$ cat src/rtl/dbgchan_pkg.sv
package dbgchan_pkg;
  typedef enum logic [1:0] {
    PRIV_KERNEL = 2'd0,
    PRIV_SUPER  = 2'd1,
    PRIV_USER   = 2'd2,
    PRIV_USER2  = 2'd3
  } priv_e;

  localparam int TAG_W   = 4;
  localparam int WORD_W  = 32;
  localparam int ENTRY_W = TAG_W + WORD_W;
  localparam int NUM_CH  = 1 << TAG_W;

  // word indices (byte offset / 8)
  localparam int IDX_CTL  = 0;
  localparam int IDX_CFG  = 1;
  localparam int IDX_STAT = 2;
  localparam int IDX_RX   = 3;
  localparam int IDX_TX0  = 4;
endpackage

$ cat src/rtl/dbgchan_fifo.sv
module dbgchan_fifo #(
  parameter int W     = 36,
  parameter int DEPTH = 8,
  localparam int AW   = (DEPTH > 1) ? $clog2(DEPTH) : 1,
  localparam int CW   = $clog2(DEPTH + 1)
) (
  input  logic          clk,
  input  logic          rst_n,
  input  logic          push,
  input  logic [W-1:0]  push_data,
  input  logic          pop,
  output logic [W-1:0]  head,
  output logic [CW-1:0] count,
  output logic          full,
  output logic          empty
);
  logic [W-1:0]  mem [DEPTH];
  logic [AW-1:0] wr_ptr, rd_ptr;
  logic          do_push, do_pop;

  assign full    = (count == CW'(DEPTH));
  assign empty   = (count == '0);
  assign do_push = push && !full;
  assign do_pop  = pop && !empty;
  assign head    = mem[rd_ptr];

  function automatic logic [AW-1:0] bump(input logic [AW-1:0] p);
    return (p == AW'(DEPTH - 1)) ? '0 : p + AW'(1);
  endfunction

  always_ff @(posedge clk) begin
    if (do_push) mem[wr_ptr] <= push_data;
  end

  always_ff @(posedge clk or negedge rst_n) begin
    if (!rst_n) begin
      wr_ptr <= '0;
      rd_ptr <= '0;
      count  <= '0;
    end else begin
      if (do_push) wr_ptr <= bump(wr_ptr);
      if (do_pop)  rd_ptr <= bump(rd_ptr);
      case ({do_push, do_pop})
        2'b10:   count <= count + CW'(1);
        2'b01:   count <= count - CW'(1);
        default: count <= count;
      endcase
    end
  end
endmodule

$ cat src/rtl/dbgchan_gate.sv
module dbgchan_gate
  import dbgchan_pkg::*;
(
  input  logic [1:0] priv,
  input  logic [3:0] acc,
  input  logic       is_ctl,
  output logic       rd_ok,
  output logic       wr_ok
);
  priv_e p;
  assign p = priv_e'(priv);

  always_comb begin
    unique case (p)
      PRIV_KERNEL: begin rd_ok = 1'b1;   wr_ok = 1'b1;   end
      PRIV_SUPER:  begin rd_ok = acc[0]; wr_ok = acc[1]; end
      default:     begin rd_ok = acc[2]; wr_ok = acc[3]; end
    endcase
    // the control register is always readable, writable only by kernel
    if (is_ctl) begin
      rd_ok = 1'b1;
      wr_ok = (p == PRIV_KERNEL);
    end
  end
endmodule

$ cat src/rtl/dbgchan_bridge.sv
module dbgchan_bridge
  import dbgchan_pkg::*;
#(
  parameter int         TX_DEPTH  = 8,
  parameter int         RX_DEPTH  = 8,
  parameter int         ADDR_W    = 8,
  parameter logic [7:0] DEV_ID    = 8'hFD,
  parameter logic [5:0] DEV_SIZE  = 6'd1,
  parameter logic [3:0] DEV_REV   = 4'd0,
  parameter logic [3:0] ACC_RESET = 4'd0
) (
  input  logic              clk,
  input  logic              rst_n,
  input  logic              bus_sel,
  input  logic              bus_wr,
  input  logic [1:0]        bus_priv,
  input  logic [ADDR_W-1:0] bus_addr,
  input  logic [31:0]       bus_wdata,
  output logic [31:0]       bus_rdata,
  output logic              tx_valid,
  input  logic              tx_ready,
  output logic [35:0]       tx_data,
  input  logic              rx_valid,
  output logic              rx_ready,
  input  logic [35:0]       rx_data
);
  localparam int IDXW = ADDR_W - 3;
  localparam int TCW  = $clog2(TX_DEPTH + 1);
  localparam int RCW  = $clog2(RX_DEPTH + 1);

  logic [3:0]      acc_bits;
  logic            ovf_flag;
  logic            aligned;
  logic [IDXW-1:0] idx;
  logic            hit_ctl, hit_cfg, hit_stat, hit_rx, hit_tx;
  logic [NUM_CH-1:0] tx_hit;
  logic [TAG_W-1:0]  tx_tag;
  logic            rd_acc, wr_acc, rd_ok, wr_ok;
  logic            tx_push, rx_pop;
  logic [ENTRY_W-1:0] tx_head, rx_head;
  logic [TCW-1:0]  tx_cnt;
  logic [RCW-1:0]  rx_cnt;
  logic            tx_full, tx_empty, rx_full, rx_empty;
  logic [TAG_W-1:0] rx_tag;

  // address decode
  assign aligned  = (bus_addr[2:0] == 3'b000);
  assign idx      = bus_addr[ADDR_W-1:3];
  assign hit_ctl  = aligned && (idx == IDXW'(IDX_CTL));
  assign hit_cfg  = aligned && (idx == IDXW'(IDX_CFG));
  assign hit_stat = aligned && (idx == IDXW'(IDX_STAT));
  assign hit_rx   = aligned && (idx == IDXW'(IDX_RX));

  for (genvar c = 0; c < NUM_CH; c++) begin : g_txdec
    assign tx_hit[c] = aligned && (idx == IDXW'(IDX_TX0 + c));
  end
  assign hit_tx = |tx_hit;

  always_comb begin
    tx_tag = '0;
    for (int c = 0; c < NUM_CH; c++)
      if (tx_hit[c]) tx_tag = TAG_W'(c);
  end

  assign rd_acc = bus_sel && !bus_wr;
  assign wr_acc = bus_sel && bus_wr;

  dbgchan_gate u_gate (
    .priv   (bus_priv),
    .acc    (acc_bits),
    .is_ctl (hit_ctl),
    .rd_ok  (rd_ok),
    .wr_ok  (wr_ok)
  );

  assign tx_push = wr_acc && hit_tx && wr_ok;
  assign rx_pop  = rd_acc && hit_rx && rd_ok;

  dbgchan_fifo #(.W(ENTRY_W), .DEPTH(TX_DEPTH)) u_txq (
    .clk       (clk),
    .rst_n     (rst_n),
    .push      (tx_push),
    .push_data ({tx_tag, bus_wdata}),
    .pop       (tx_ready),
    .head      (tx_head),
    .count     (tx_cnt),
    .full      (tx_full),
    .empty     (tx_empty)
  );

  dbgchan_fifo #(.W(ENTRY_W), .DEPTH(RX_DEPTH)) u_rxq (
    .clk       (clk),
    .rst_n     (rst_n),
    .push      (rx_valid),
    .push_data (rx_data),
    .pop       (rx_pop),
    .head      (rx_head),
    .count     (rx_cnt),
    .full      (rx_full),
    .empty     (rx_empty)
  );

  assign tx_valid = !tx_empty;
  assign tx_data  = tx_head;
  assign rx_ready = !rx_full;
  assign rx_tag   = rx_empty ? '0 : rx_head[ENTRY_W-1:WORD_W];

  // control state
  always_ff @(posedge clk or negedge rst_n) begin
    if (!rst_n) begin
      acc_bits <= ACC_RESET;
      ovf_flag <= 1'b0;
    end else begin
      if (wr_acc && hit_ctl && wr_ok) acc_bits <= bus_wdata[3:0];
      if (tx_push && tx_full)         ovf_flag <= 1'b1;
    end
  end

  // read mux
  always_comb begin
    bus_rdata = '0;
    if (rd_acc && rd_ok) begin
      if (hit_ctl)
        bus_rdata = {DEV_ID, 2'b00, DEV_SIZE, DEV_REV, 8'h00, acc_bits};
      else if (hit_cfg)
        bus_rdata = {16'h0000, 8'(RX_DEPTH), 8'(TX_DEPTH)};
      else if (hit_stat)
        bus_rdata = {20'h0, rx_tag, 3'b000, ovf_flag,
                     rx_empty, rx_full, tx_empty, tx_full};
      else if (hit_rx && !rx_empty)
        bus_rdata = rx_head[WORD_W-1:0];
    end
  end
endmodule

$ cat config.mk
export PLATFORM = sky130hd
export DESIGN_NAME = dbgchan_bridge
export DESIGN_NICKNAME = d
export VERILOG_FILES = /design/src/rtl/dbgchan_pkg.sv /design/src/rtl/dbgchan_fifo.sv /design/src/rtl/dbgchan_gate.sv /design/src/rtl/dbgchan_bridge.sv
export SDC_FILE = /design/constraint.sdc
export NUM_CORES = 1
export LEC_CHECK = 0
export BUFFER_PORTS_ARGS = -buffer_cell sky130_fd_sc_hd__buf_4
export CORE_MARGIN = 8
export CORE_UTILIZATION = 60
export CTS_CLUSTER_SIZE = 12
export DETAILED_ROUTE_END_ITERATION = 10
export MAX_ROUTING_LAYER = met4
export PLACE_DENSITY = 0.77
export SLEW_MARGIN = 10
export SYNTH_ARGS = -nofsm -noshare
export SYNTH_HDL_FRONTEND = slang
export SYNTH_SLANG_ARGS = --single-unit
$ cat constraint.sdc
create_clock -name clk -period 5.6 [get_ports clk]
set_input_delay 0.28 -clock clk [delete_from_list [all_inputs] [get_ports clk]]
set_output_delay 0.28 -clock clk [all_outputs]
set_load 0.01 [all_outputs]
==> results.toml <==
[synthesis]
synth-async-reset-ratio_pct = 4.16
synth-edff-count = 576
synthFlopType = "edfxtp_1"
yosys_warnings = 0
synthCells = 1046
ys_ff_latch = 601
synth_area_mm2 = 0.0235
synth_cell_types = 49
seq_area_frac_synth_pct = 76.4
syn-num-nets = 1145
syn_area_per_cell_um2 = 22.4

[clock_tree]
clock_latency_ps = 600
clkSinkCount = 601
cts_inserted_buffers = 58
clock_path_buffers = 3
cts_tree = "done"
post_cts_resize_count = 0
htreeDepth = 2
cts_root_buf = "clkbuf_16"
path_clk_slew_ps = 60

[die]
num_rows = 72
die-area_mm2 = 0.0457
core-area_mm2 = 0.0386
top_level_ports = 154
die_w_um = 214
initial_core_util_pct = 60.7
die-height_um = 214

[place]
numPortBuffers = 153
gp_congestion = 0.783
place_hpwl_um = 26700
dp.cells = 1701

[setup_path]
critPathMostFrequentCell = "buf_4"
cp.arrival_ps = 3360
required_ps = 5320
path_buf_inv = 2
max_stage_delay_ps = 1140
crit_path_cell_trace = "buf_4 -> mux4_2 -> mux2_2 -> buf_4"
crit_family = "flip-flops"
cp-start-kind = "flip-flop"
crit_type = "flip-flop to primary output"
endpoint_kind = "primary output"
crit_fanout = 54
cp_slowest_cell = "dfrtp_4"

[sta]
finalHoldViolCount = 0
max_freq_mhz = 275
fin_setup_tns_ps = 0
finalCriticalPeriod_ps = 3640
finClkSkew_ps = 16.3
rsz0062_at_grt = "false"
finalMaxSlewViolations = 0
finalCritPeriodShare_pct = 65.0
tightest_slew_ps = 1160
slew_headroom_pct = 22.9
setup_viol = 0

[global_routing]
grtUsageTotal_pct = 21.7
grt_antenna_before_repair = 4
grt_max_degree = 55
grt_pass1_vias = 12200
grt_overflow_total = 0
grt_pass1_wl_um = 71600

[finish]
area_delta_synth_final_pct = 18.0
fillCellCount = 2167
fin_nets = 1411
drive_gt1_share_pct = 35.2
instances_no_fill = 1863

[drt]
drc = 0
drt_iter0_drc = 812
avgViaCountPerCell = 6.04
firstDrtPassIters = 5
vias = 11300
post_drt_wl_per_cell_um = 25.4
wl_um = 47400
postRouteAntennaNets = 0

[outcome]
status = "completed"

[pwr]
leakage_nw = 9.04
p_per_area_mw_per_mm2 = 405
ir_drop_v = 0.000287

[worst_hold_path]
min_path_type = "input pin to flip-flop"

[job]
maxCapViolCount = 0
[worst reg2reg max path, cell delays in order (launching register included)]
cell	delay [ps]
dfrtp_1	430
nor4_1	600
or4_1	210
buf_4	430
inv_1	110
ha_1	250
ha_1	290
a21o_1	170
a21oi_1	160
xnor2_1	130
nor2_1	60
xor2_1	140
[worst paths after layout]
kind	cells after the start	slack, ps	to	from
min	4	110	u_txq.rd_ptr[1]	tx_ready
min reg2reg	1	500	u_txq.count[3]	u_txq.count[3]
max reg2reg	11	2500	u_rxq.count[3]	u_rxq.count[0]
max in group asynchronous	2	5160	u_txq.rd_ptr[0]	rst_n
min in group asynchronous	2	130	u_rxq.wr_ptr[2]	rst_n
max	4	1960	tx_data[20]	u_txq.rd_ptr[0]
[state kept, by name (all words and copies together) (netlist names)]
register,count
u_txq.wr_ptr,3
u_rxq.rd_ptr,3
u_rxq.mem,288
ovf_flag,1
u_txq.rd_ptr,3
acc_bits,4
u_rxq.count,4
u_txq.mem,288
u_txq.count,4
u_rxq.wr_ptr,3
[metal layers]
layer	routed length (um)	global-route usage, %	part of all wire [%]	vias to the layer above
met5	0	-	0	-
met4	1040	7.00	2.2	0
met3	2700	3.54	5.7	63
met2	24900	36.9	53	353
met1	18700	26.8	39	5949
li1	-	-	-	4895
[layout make-up]
cell class	instances	area, um^2	share of cell area, %
Inverter	11	41.3	0.149
Clock inverter	7	35.0	0.126
Clock buffer	82	1590	5.75
Multi-Input combinational cell	389	5380	19.4
Tap cell	518	648	2.34
Sequential cell	601	17900	64.8
Antenna cell	4	10.0	0.0361
Timing Repair Buffer	251	2060	7.43
[Yosys cell counts, types with 2 or more instances]
library cell | count | area, um^2
mux4_2 | 144 | 3240
dfrtp_1 | 25 | 626
or3_1 | 3 | 18.8
xnor2_1 | 5 | 43.8
a21oi_1 | 4 | 20.0
mux2i_1 | 37 | 370
o31ai_1 | 2 | 15.0
o22ai_1 | 5 | 31.3
nor4_1 | 5 | 31.3
nand3_1 | 3 | 15.0
nand2b_1 | 7 | 43.8
mux2_2 | 48 | 541
a21o_1 | 4 | 30.0
nor4b_2 | 4 | 60.1
buf_2 | 18 | 90.1
nand2_1 | 16 | 60.1
o21ai_1 | 6 | 30.0
o21ai_0 | 7 | 35.0
inv_1 | 10 | 37.5
o211ai_1 | 2 | 15.0
nand4_1 | 3 | 18.8
and2_1 | 2 | 12.5
nor3_1 | 13 | 65.1
buf_6 | 3 | 33.8
nor2_1 | 29 | 109
o221ai_2 | 3 | 45.0
buf_1 | 2 | 7.51
nor3_4 | 3 | 48.8
edfxtp_1 | 576 | 17300
buf_4 | 3 | 22.5
ha_1 | 14 | 175
xor2_1 | 6 | 52.6
clkbuf_1 | 18 | 67.6
[placed cells by master, fill, tap and decap left out, types with 4 or more instances in the layout]
| cell | instances |
|---|---|
| mux2_2 | 48 |
| o21ai_0 | 7 |
| nand2_1 | 16 |
| nand2b_1 | 7 |
| o22ai_1 | 5 |
| dfrtp_1 | 19 |
| nor3_1 | 7 |
| edfxtp_1 | 576 |
| clkbuf_16 | 59 |
| a21oi_1 | 4 |
| mux2i_1 | 37 |
| mux4_2 | 144 |
| clkbuf_1 | 20 |
| diode_2 | 4 |
| nor4b_4 | 4 |
| nor2_1 | 26 |
| ha_1 | 14 |
| xnor2_1 | 5 |
| o21ai_1 | 6 |
| xor2_1 | 6 |
| inv_1 | 10 |
| nor3_2 | 6 |
| buf_4 | 182 |
| a21o_1 | 4 |
| dlygate4sd3_1 | 69 |
[where the power goes]
group | internal, mW | switching (mW)
sequential | 5.31 | 0.387
clock | 1.94 | 1.52
combinational | 1.15 | 0.917
[timing repair]
item | in CTS | in global routing
hold buffers | 69 | 0
buffers inserted | 0 | 0
endpoints found under the setup margin | 0 | 0
hold endpoints to repair | 571 | 0
[cells by family (layout without fill, tap and decap cells)]
group / after synthesis / count (layout) / share of synthesized area (%)
mux: 230 / 230 / 17.8
buf+inv: 56 / 351 / 1.18
fa+ha+maj: 15 / 15 / 0.832
flops: 601 / 601 / 76.4
other cells: 0 / 4 / 0
compound gates: 38 / 38 / 1.13
xor+xnor: 11 / 11 / 0.411
simple gates: 95 / 95 / 2.31
[per-stage QoR]
step / power (mW) / hold slack, ps / setup slack, ps / utilization [%] / instance area [um^2]
2_1_floorplan: 6.99 / -15.6 / 355 / - / 23500
3_3_place_gp: 7.77 / 210 / 2440 / 65.6 / 25400
3_5_place_dp: 7.84 / 215 / 2360 / 65.6 / 25400
4_1_cts: 11.3 / 74.5 / 1810 / 71.6 / 27700
5_1_grt: 11.6 / 129 / 1730 / 71.7 / 27700
6_report: 11.2 / 110 / 1960 / 71.7 / 27700
Note: power is estimated with default switching activity, not from simulation.
